### config.mk
export PLATFORM = sky130hd
export DESIGN_NAME = shift_unit
export DESIGN_NICKNAME = d
export VERILOG_FILES = /design/src/rtl/shift_pkg.sv /design/src/rtl/shift_decode.sv /design/src/rtl/shift_core.sv /design/src/rtl/shift_unit.sv
export SDC_FILE = /design/constraint.sdc
export NUM_CORES = 1
export LEC_CHECK = 0
export BUFFER_PORTS_ARGS = -buffer_cell sky130_fd_sc_hd__buf_2
export CAP_MARGIN = 20
export CORE_MARGIN = 3
export CORE_UTILIZATION = 60
export CTS_CLUSTER_DIAMETER = 80
export DETAILED_ROUTE_END_ITERATION = 16
export PLACE_DENSITY = 0.94
export SKIP_CTS_REPAIR_TIMING = 1
export SLEW_MARGIN = 20
export SYNTH_ARGS = -nofsm -noshare
export SYNTH_HDL_FRONTEND = slang
export SYNTH_SLANG_ARGS = --single-unit
### constraint.sdc
create_clock -name clk -period 2.1 [get_ports clk]
set_input_delay 0.42 -clock clk [delete_from_list [all_inputs] [get_ports clk]]
set_output_delay 0.42 -clock clk [all_outputs]
set_load 0.05 [all_outputs]
### src/rtl/shift_pkg.sv
package shift_pkg;
   localparam int FUNCT_W = 6;
   localparam int FIELD_W = 5;

   localparam logic [FUNCT_W-1:0] FN_SLL_I = 6'h00;
   localparam logic [FUNCT_W-1:0] FN_SRX_I = 6'h02;
   localparam logic [FUNCT_W-1:0] FN_SRA_I = 6'h03;
   localparam logic [FUNCT_W-1:0] FN_SLL_R = 6'h04;
   localparam logic [FUNCT_W-1:0] FN_SRX_R = 6'h06;
   localparam logic [FUNCT_W-1:0] FN_SRA_R = 6'h07;

   typedef enum logic [1:0] {
      SH_SLL = 2'd0,
      SH_SRL = 2'd1,
      SH_SRA = 2'd2,
      SH_ROR = 2'd3
   } shop_e;
endpackage

### src/rtl/shift_decode.sv
module shift_decode #(
   parameter int DATA_W = 32,
   localparam int AMT_W = $clog2(DATA_W)
) (
   input  logic [shift_pkg::FUNCT_W-1:0] funct,
   input  logic [shift_pkg::FIELD_W-1:0] rs_field,
   input  logic [shift_pkg::FIELD_W-1:0] sa_field,
   input  logic [DATA_W-1:0]             rs_val,
   output shift_pkg::shop_e              op,
   output logic [AMT_W-1:0]              amt,
   output logic                          illegal
);
   import shift_pkg::*;

   logic use_reg_amt;
   logic unused_rs_hi;

   assign unused_rs_hi = ^rs_val[DATA_W-1:AMT_W];

   always_comb begin
      op          = SH_SLL;
      use_reg_amt = 1'b0;
      illegal     = 1'b0;
      unique case (funct)
         FN_SLL_I: begin
            illegal = (rs_field != '0);
         end
         FN_SRX_I: begin
            illegal = (rs_field[FIELD_W-1:1] != '0);
            op      = rs_field[0] ? SH_ROR : SH_SRL;
         end
         FN_SRA_I: begin
            illegal = (rs_field != '0);
            op      = SH_SRA;
         end
         FN_SLL_R: begin
            use_reg_amt = 1'b1;
            illegal     = (sa_field != '0);
         end
         FN_SRX_R: begin
            use_reg_amt = 1'b1;
            illegal     = (sa_field[FIELD_W-1:1] != '0);
            op          = sa_field[0] ? SH_ROR : SH_SRL;
         end
         FN_SRA_R: begin
            use_reg_amt = 1'b1;
            illegal     = (sa_field != '0);
            op          = SH_SRA;
         end
         default: illegal = 1'b1;
      endcase
   end

   assign amt = use_reg_amt ? rs_val[AMT_W-1:0] : sa_field[AMT_W-1:0];
endmodule

### src/rtl/shift_core.sv
module shift_core #(
   parameter int DATA_W     = 32,
   parameter bit USE_BARREL = 1'b1,
   localparam int AMT_W = $clog2(DATA_W)
) (
   input  shift_pkg::shop_e  op,
   input  logic [AMT_W-1:0]  amt,
   input  logic [DATA_W-1:0] data,
   output logic [DATA_W-1:0] result
);
   import shift_pkg::*;

   generate
      if (USE_BARREL) begin : g_barrel
         logic [DATA_W-1:0] data_rev;
         logic [DATA_W-1:0] st [0:AMT_W];
         logic [DATA_W-1:0] out_rev;
         logic              left;
         logic              rot;
         logic              fill;

         assign left = (op == SH_SLL);
         assign rot  = (op == SH_ROR);
         assign fill = (op == SH_SRA) & data[DATA_W-1];

         for (genvar b = 0; b < DATA_W; b++) begin : g_rev
            assign data_rev[b] = data[DATA_W-1-b];
            assign out_rev[b]  = st[AMT_W][DATA_W-1-b];
         end

         assign st[0] = left ? data_rev : data;

         for (genvar i = 0; i < AMT_W; i++) begin : g_stage
            localparam int S = 1 << i;
            logic [DATA_W-1:0] moved;
            assign moved = rot ? {st[i][S-1:0], st[i][DATA_W-1:S]}
                               : {{S{fill}}, st[i][DATA_W-1:S]};
            assign st[i+1] = amt[i] ? moved : st[i];
         end

         assign result = left ? out_rev : st[AMT_W];
      end else begin : g_behav
         logic [AMT_W:0] back;
         assign back = (AMT_W+1)'(DATA_W) - {1'b0, amt};
         always_comb begin
            unique case (op)
               SH_SLL:  result = data << amt;
               SH_SRL:  result = data >> amt;
               SH_SRA:  result = $unsigned($signed(data) >>> amt);
               default: result = (amt == '0) ? data
                                  : ((data >> amt) | (data << back));
            endcase
         end
      end
   endgenerate
endmodule

### src/rtl/shift_unit.sv
module shift_unit #(
   parameter int DATA_W     = 32,
   parameter bit USE_BARREL = 1'b1
) (
   input  logic              clk,
   input  logic              rst_n,
   input  logic              in_valid,
   input  logic [5:0]        in_funct,
   input  logic [4:0]        in_rs_field,
   input  logic [4:0]        in_sa_field,
   input  logic [DATA_W-1:0] in_rs_val,
   input  logic [DATA_W-1:0] in_rt_val,
   output logic              out_valid,
   output logic [DATA_W-1:0] out_result,
   output logic              out_illegal
);
   import shift_pkg::*;

   localparam int AMT_W = $clog2(DATA_W);

   generate
      if ((DATA_W < 2) || ((1 << AMT_W) != DATA_W)) begin : g_bad_width
         $error("shift_unit: DATA_W must be a power of two, at least 2");
      end
      if (AMT_W > FIELD_W) begin : g_bad_amt
         $error("shift_unit: DATA_W too wide for the 5-bit amount field");
      end
   endgenerate

   shop_e             dec_op;
   logic [AMT_W-1:0]  dec_amt;
   logic              dec_illegal;
   logic [DATA_W-1:0] core_res;

   shift_decode #(.DATA_W(DATA_W)) decode_i (
      .funct    (in_funct),
      .rs_field (in_rs_field),
      .sa_field (in_sa_field),
      .rs_val   (in_rs_val),
      .op       (dec_op),
      .amt      (dec_amt),
      .illegal  (dec_illegal)
   );

   shift_core #(.DATA_W(DATA_W), .USE_BARREL(USE_BARREL)) core_i (
      .op     (dec_op),
      .amt    (dec_amt),
      .data   (in_rt_val),
      .result (core_res)
   );

   always_ff @(posedge clk or negedge rst_n) begin
      if (!rst_n) begin
         out_valid   <= 1'b0;
         out_illegal <= 1'b0;
         out_result  <= '0;
      end else begin
         out_valid   <= in_valid;
         out_illegal <= in_valid & dec_illegal;
         if (in_valid) begin
            out_result <= dec_illegal ? '0 : core_res;
         end
      end
   end

   // a flagged result is always zero and always marked valid
   a_r7_illegal_zero: assert property (@(posedge clk) disable iff (!rst_n)
      out_illegal |-> (out_valid && (out_result == '0)));

   // output valid tracks input valid one cycle later
   a_r8_valid_follows: assert property (@(posedge clk) disable iff (!rst_n)
      in_valid |=> out_valid);
   a_r8_idle_quiet: assert property (@(posedge clk) disable iff (!rst_n)
      !in_valid |=> (!out_valid && !out_illegal && $stable(out_result)));

   // zero amount passes the operand through
   a_r5_zero_amount: assert property (@(posedge clk) disable iff (!rst_n)
      (in_valid && !dec_illegal && (dec_amt == '0)) |=>
         (out_result == $past(in_rt_val)));

   // rotation keeps the number of set bits
   a_r2_rotate_bits: assert property (@(posedge clk) disable iff (!rst_n)
      (in_valid && !dec_illegal && (dec_op == SH_ROR)) |=>
         ($countones(out_result) == $countones($past(in_rt_val))));

   // negative operand keeps its sign under arithmetic shift
   a_r3_sign_fill: assert property (@(posedge clk) disable iff (!rst_n)
      (in_valid && !dec_illegal && (dec_op == SH_SRA) && in_rt_val[DATA_W-1])
         |=> out_result[DATA_W-1]);
endmodule

==> results of run 1 <==
cells by family after synthesis:
family          Yosys count
compound gates          256
simple gates            222
flops                    34
mux                      49
buf+inv                  68
metrics by stage:
step           instances  hold WS (ns)  area, um2
2_1_floorplan        629         0.124       4970
3_3_place_gp         957         0.467       6860
3_5_place_dp         957         0.485       6860
4_1_cts              965         0.193       6990
layer usage:
metal | GRT overflow | global-route usage
met2 | 4 | 0.878
met4 | 2 | 0.689
met5 | 0 | 0.185
met1 | 0 | 0.716
met3 | 0 | 0.586
==> metrics.log, run 1 <==
[metrics] xor/xnor share of the synthesized area: 0
[metrics] CTS root buffer: sky130_fd_sc_hd__clkbuf_8
[metrics] most used flip-flop cell after synthesis: sky130_fd_sc_hd__dfrtp_1
[metrics] total clock buffers created by CTS: 5
[metrics] Initial Utilization: 0.638
[metrics] most common library cells after synthesis: 67 x sky130_fd_sc_hd__nand3_1, 59 x sky130_fd_sc_hd__o21ai_0, 52 x sky130_fd_sc_hd__nand2_1
[metrics] number of different library cells in the post-synthesis netlist: 78
[metrics] gp weighted congestion: 1.19
[metrics] synthesized area per cell: 7.59 um2
[metrics] TritonCTS Sinks: 34
[metrics] deepest clock path buffer count: 2
[metrics] row count: 31
[metrics] cell area after technology mapping: 4780 um2
[metrics] error that stopped the run: [ERROR GRT-0116] Global routing finished with congestion. Check the congestion regions in the DRC Viewer.
[metrics] multiplexer share of the synthesized area: 0.141
[metrics] sequential element share of the synthesized area: 0.178
[metrics] number of warnings printed during yosys synthesis: 0
[metrics] Detail Placement HPWL: 19.3 mm
[metrics] Die H: 95.2 um
[metrics] level count of the clock H-tree: 2
[metrics] top area cells in the synthesized netlist: sky130_fd_sc_hd__dfrtp_1 18%, sky130_fd_sc_hd__nand3_1 7.0%, sky130_fd_sc_hd__mux4_2 6.6%
[metrics] vias in the first global route: 9,017
[metrics] post-synth top area cell: sky130_fd_sc_hd__dfrtp_1
[metrics] adder and majority gate portion of the synthesized area: 0
[metrics] fraction of the mapped netlist area in simple logic gates: 0.234
[metrics] Halt Stage: global routing
[metrics] quantity of I/O buffers inserted on ports: 89
[metrics] grt total ovfl: 6
[metrics] compound-gate portion of the synthesized area: 0.385
[metrics] pin count of the biggest net entering global routing: 35
[metrics] combinational family with the most area after synthesis: compound AO/OA/AOI/OAI gates
[metrics] minimum setup slack after placement: -1.35 ns
[metrics] number of flops mapped to enable cells by yosys: 0
[metrics] synthesized netlist net count: 712
[metrics] register bit count reported by yosys: 34
[metrics] Die W: 95.2 um
[metrics] fraction of post-synthesis cell area in the top cell type by area: 0.178
[metrics] proportion of synthesized flip-flops having asynchronous set or reset: 1.00
[metrics] all-layer global routing usage: 0.716
[metrics] instance count of the mapped netlist: 629
[metrics] count leader, synth: sky130_fd_sc_hd__nand3_1
[metrics] status: did not finish
[metrics] global-route wire length before repair: 49.5 mm
[metrics] number of top-level pins: 117
==> run 2, diff against run 1 <==
- CORE_UTILIZATION: 60 -> 40
- CTS_CLUSTER_DIAMETER: 80 -> unset
- PLACE_DENSITY: 0.94 -> unset
- PLACE_DENSITY_LB_ADDON: unset -> 0.15
==> run 2 against run 1 <==
  * The flow now finishes, with violations (negative setup slack)
  * Synthesized area is the same
  * Synthesized cell count is the same
==> metrics.log, run 2 <==
[metrics] Critical Path RT: 2.27 ns
[metrics] power share of the combinational group: 0.549
[metrics] count of cells along the worst register-to-register path: 4
[metrics] Crit path max-delay family: compound AO/OA/AOI/OAI gates
[metrics] cells traversed along the worst timing path: buf_6 > or3_4 > or3_4 > buf_8 > buf_6 > a31o_4 > o22a_1 > mux4_2 > o221ai_2 > o311ai_1 > a21oi_1 > o2bb2ai_1
[metrics] quantity of I/O buffers inserted on ports: 89 (unchanged)
[metrics] Area Overhead vs Synth: 76.2%
[metrics] average wire per cell in the routed design: 24.0 um
[metrics] Initial Utilization: 0.413 (was 0.638)
[metrics] CP Buf/Inv Count: 3
[metrics] slew at the pin with the worst max-slew slack: 0.833 ns
[metrics] share of layout cells above drive strength 1: 0.583
[metrics] highest cell delay on the worst timing path: 0.54 ns
[metrics] minimum setup slack among reg-to-reg paths: 1.05 ns
[metrics] final count of negative-setup-slack endpoints: 32
[metrics] most common library cells after synthesis: 67 x sky130_fd_sc_hd__nand3_1, 59 x sky130_fd_sc_hd__o21ai_0, 52 x sky130_fd_sc_hd__nand2_1 (unchanged)
[metrics] Max Fanout on Critical Path: 5
[metrics] number of design-rule violations left by the first detailed-router iteration: 919
[metrics] number of flops mapped to enable cells by yosys: 0 (unchanged)
[metrics] vias in the first global route: 6,388
[metrics] net switching share of the total power: 0.388
[metrics] level count of the clock H-tree: 2 (unchanged)
[metrics] post-detailed-route DRC marker count: 0
[metrics] final WL: 25.1 mm
[metrics] die area: 13,300 um2
[metrics] most used flip-flop cell after synthesis: sky130_fd_sc_hd__dfrtp_1 (unchanged)
[metrics] top area cells in the synthesized netlist: sky130_fd_sc_hd__dfrtp_1 18%, sky130_fd_sc_hd__nand3_1 7.0%, sky130_fd_sc_hd__mux4_2 6.6% (unchanged)
[metrics] clock slew at the register clock pins of the worst setup and hold paths: 0.05 ns
[metrics] top flop regs: out_result (32), out_illegal (1), out_valid (1)
[metrics] highest-count cells in the layout ignoring fill and taps: 186 x sky130_fd_sc_hd__buf_4, 86 x sky130_fd_sc_hd__buf_2, 46 x sky130_fd_sc_hd__nand2_1
[metrics] total clock buffers created by CTS: 5 (unchanged)
[metrics] final worst-path setup slack: -0.826 ns
[metrics] number of different library cells in the post-synthesis netlist: 78 (unchanged)
[metrics] max FFs per register: 32
[metrics] fraction of post-synthesis cell area in the top cell type by area: 0.178 (unchanged)
[metrics] Setup CP Type: in -> reg
[metrics] NumNets Final: 985
[metrics] minimum clock period after layout: 2.93 ns
[metrics] maximum ir drop on the vdd rail: 0.000357 V
[metrics] Worst Clk Skew: 0 ns
[metrics] Via-to-Cell Ratio: 6.73
[metrics] unrepaired setup endpoints after global routing: true
[metrics] total number of vias: 7,029
[metrics] Placed Cells: 1,017 (was 957)
[metrics] synthesized netlist net count: 712 (unchanged)
[metrics] cell area after technology mapping: 4780 um2 (unchanged)
[metrics] proportion of synthesized flip-flops having asynchronous set or reset: 1.00 (unchanged)
[metrics] Hold Vio Cnt, Final: 0
[metrics] status: finished, violations left (was did not finish)
[metrics] total of max-cap violations: 0
[metrics] TritonCTS Sinks: 34 (unchanged)
[metrics] number of filler instances in the final layout: 890
[metrics] Leak Pwr: 3.60 nW
[metrics] gp weighted congestion: 1.01 (was 1.19)
[metrics] pin count of the biggest net entering global routing: 35
[metrics] register bit count reported by yosys: 34 (unchanged)
[metrics] FMAX: 0.342 GHz
[metrics] Inserted Diodes: 0
[metrics] number of top-level pins: 117 (unchanged)
[metrics] antenna violations before repair: 0
[metrics] Hold/Removal Path Class: in -> async
[metrics] latest clock arrival within the worst-skew pair: 0.29 ns
[metrics] instance count of the mapped netlist: 629 (unchanged)
[metrics] ANT nets after route: 0
[metrics] Worst Setup Start Kind: primary input
[metrics] row count: 39 (was 31)
[metrics] relative contribution of sequential cells to total power: 0.194
[metrics] Critical Path End Type: flop
[metrics] global-route wire length before repair: 35.3 mm
[metrics] Pint: 0.00210 W
[metrics] TritonCTS clock tree: yes
[metrics] post-synth top area cell: sky130_fd_sc_hd__dfrtp_1 (unchanged)
[metrics] switching component of the power: 0.00133 W
[metrics] relative max-transition margin: 0.445
[metrics] all-layer global routing usage: 0.342
[metrics] power density normalized to cell area: 408 nW/um2
[metrics] source of the critical timing path: in_funct[4]
[metrics] Die H: 115 um (was 95.2 um)
[metrics] Data arrival, critical path: 3.10 ns
[metrics] deepest clock path buffer count: 2 (unchanged)
[metrics] count leader, synth: sky130_fd_sc_hd__nand3_1 (unchanged)
[metrics] Detail Placement HPWL: 18.8 mm (was 19.3 mm)
[metrics] launch point of the worst reg-to-reg path: out_result[18]
[metrics] core outline area: 11,600 um2
[metrics] CTS root buffer: sky130_fd_sc_hd__clkbuf_16 (was sky130_fd_sc_hd__clkbuf_8)
[metrics] Power Total: 0.00343 W
[metrics] Die W: 115 um (was 95.2 um)
[metrics] sequential element share of the synthesized area: 0.178 (unchanged)
[metrics] violations in the final reports: negative setup slack
[metrics] clock power share: 0.258
[metrics] share of the clock period used by the worst path after layout: 1.39
[metrics] minimum setup slack after placement: -1.24 ns (was -1.35 ns)
[metrics] most flop-heavy register: out_result
[metrics] number of warnings printed during yosys synthesis: 0 (unchanged)
[metrics] final max-slew violation count: 0
[metrics] critical register-to-register path endpoint: out_result[18]
[metrics] master of the slowest instance on the critical path: sky130_fd_sc_hd__mux4_2
[metrics] post-layout instance count excluding filler cells: 1,045
[metrics] grt total ovfl: 0
[metrics] most frequent standard cell in the layout excluding fill and tap cells: sky130_fd_sc_hd__buf_4
[metrics] First-pass DRT Iterations: 8
[metrics] synthesized area per cell: 7.59 um2 (unchanged)
## run 2: power by group through the flow
stage               clock network (W)  registers [W]  logic, W
CTS                          0.000893       0.000664   0.00152
floorplan                           0       0.000699  0.000736
global placement                    0       0.000676   0.00150
global route                 0.000918       0.000665   0.00197
detailed placement                  0       0.000676   0.00151
finish                       0.000884       0.000665   0.00188
## run 2: worst register-to-register path: cells and delay by family (launching register included)
family           cells  cell delay, ns
AO/OA/AOI/OAI        2            0.29
flip-flops           1            0.43
AND/OR/NAND/NOR      2            0.19
## run 2: final cells by class
class                           count  area [um2]  area share
Tap cell                          143         179      0.0213
Timing Repair Buffer              319        2550       0.303
Multi-Input combinational cell    527        4620       0.548
Sequential cell                    34         851       0.101
Clock buffer                        6         139      0.0165
Clock inverter                      1        30.0     0.00357
Inverter                           15        56.3     0.00669
## run 2: stage by stage
step                area, um2  hold WS [ns]  TNS [ns]   util
floorplan                4970         0.124    -19.65      -
global placement         7070         0.472    -34.83  0.611
detailed placement       7070         0.471    -36.26  0.611
CTS                      7240         0.259    -26.99  0.626
global route             8420         0.286    -25.60  0.728
finish                   8420         0.231    -23.31  0.728
## run 2: how the worst max path moves through the flow
stage                      to  depth (start not counted)
2_1_floorplan  out_result[20]                         10
3_3_place_gp    out_result[7]                         12
3_5_place_dp    out_result[7]                         12
4_1_cts         out_result[7]                         12
5_1_grt        out_result[16]                         13
6_report       out_result[28]                         12
## run 2: routing by layer
layer,vias up,track usage,wire length (um)
li1,3065,-,-
met1,3388,0.473,10100
met2,496,0.540,11400
met3,80,0.0726,2670
met4,0,0.0955,875
met5,-,0,0
## run 2: cells by family after synthesis
| group | count (synthesis) | share of synthesized area |
|---|---|---|
| AO/OA/AOI/OAI | 256 | 0.385 |
| buffers and inverters | 68 | 0.0621 |
| flip-flops | 34 | 0.178 |
| multiplexers | 49 | 0.141 |
| AND/OR/NAND/NOR | 222 | 0.234 |
Power figures use the tool's default switching activity.
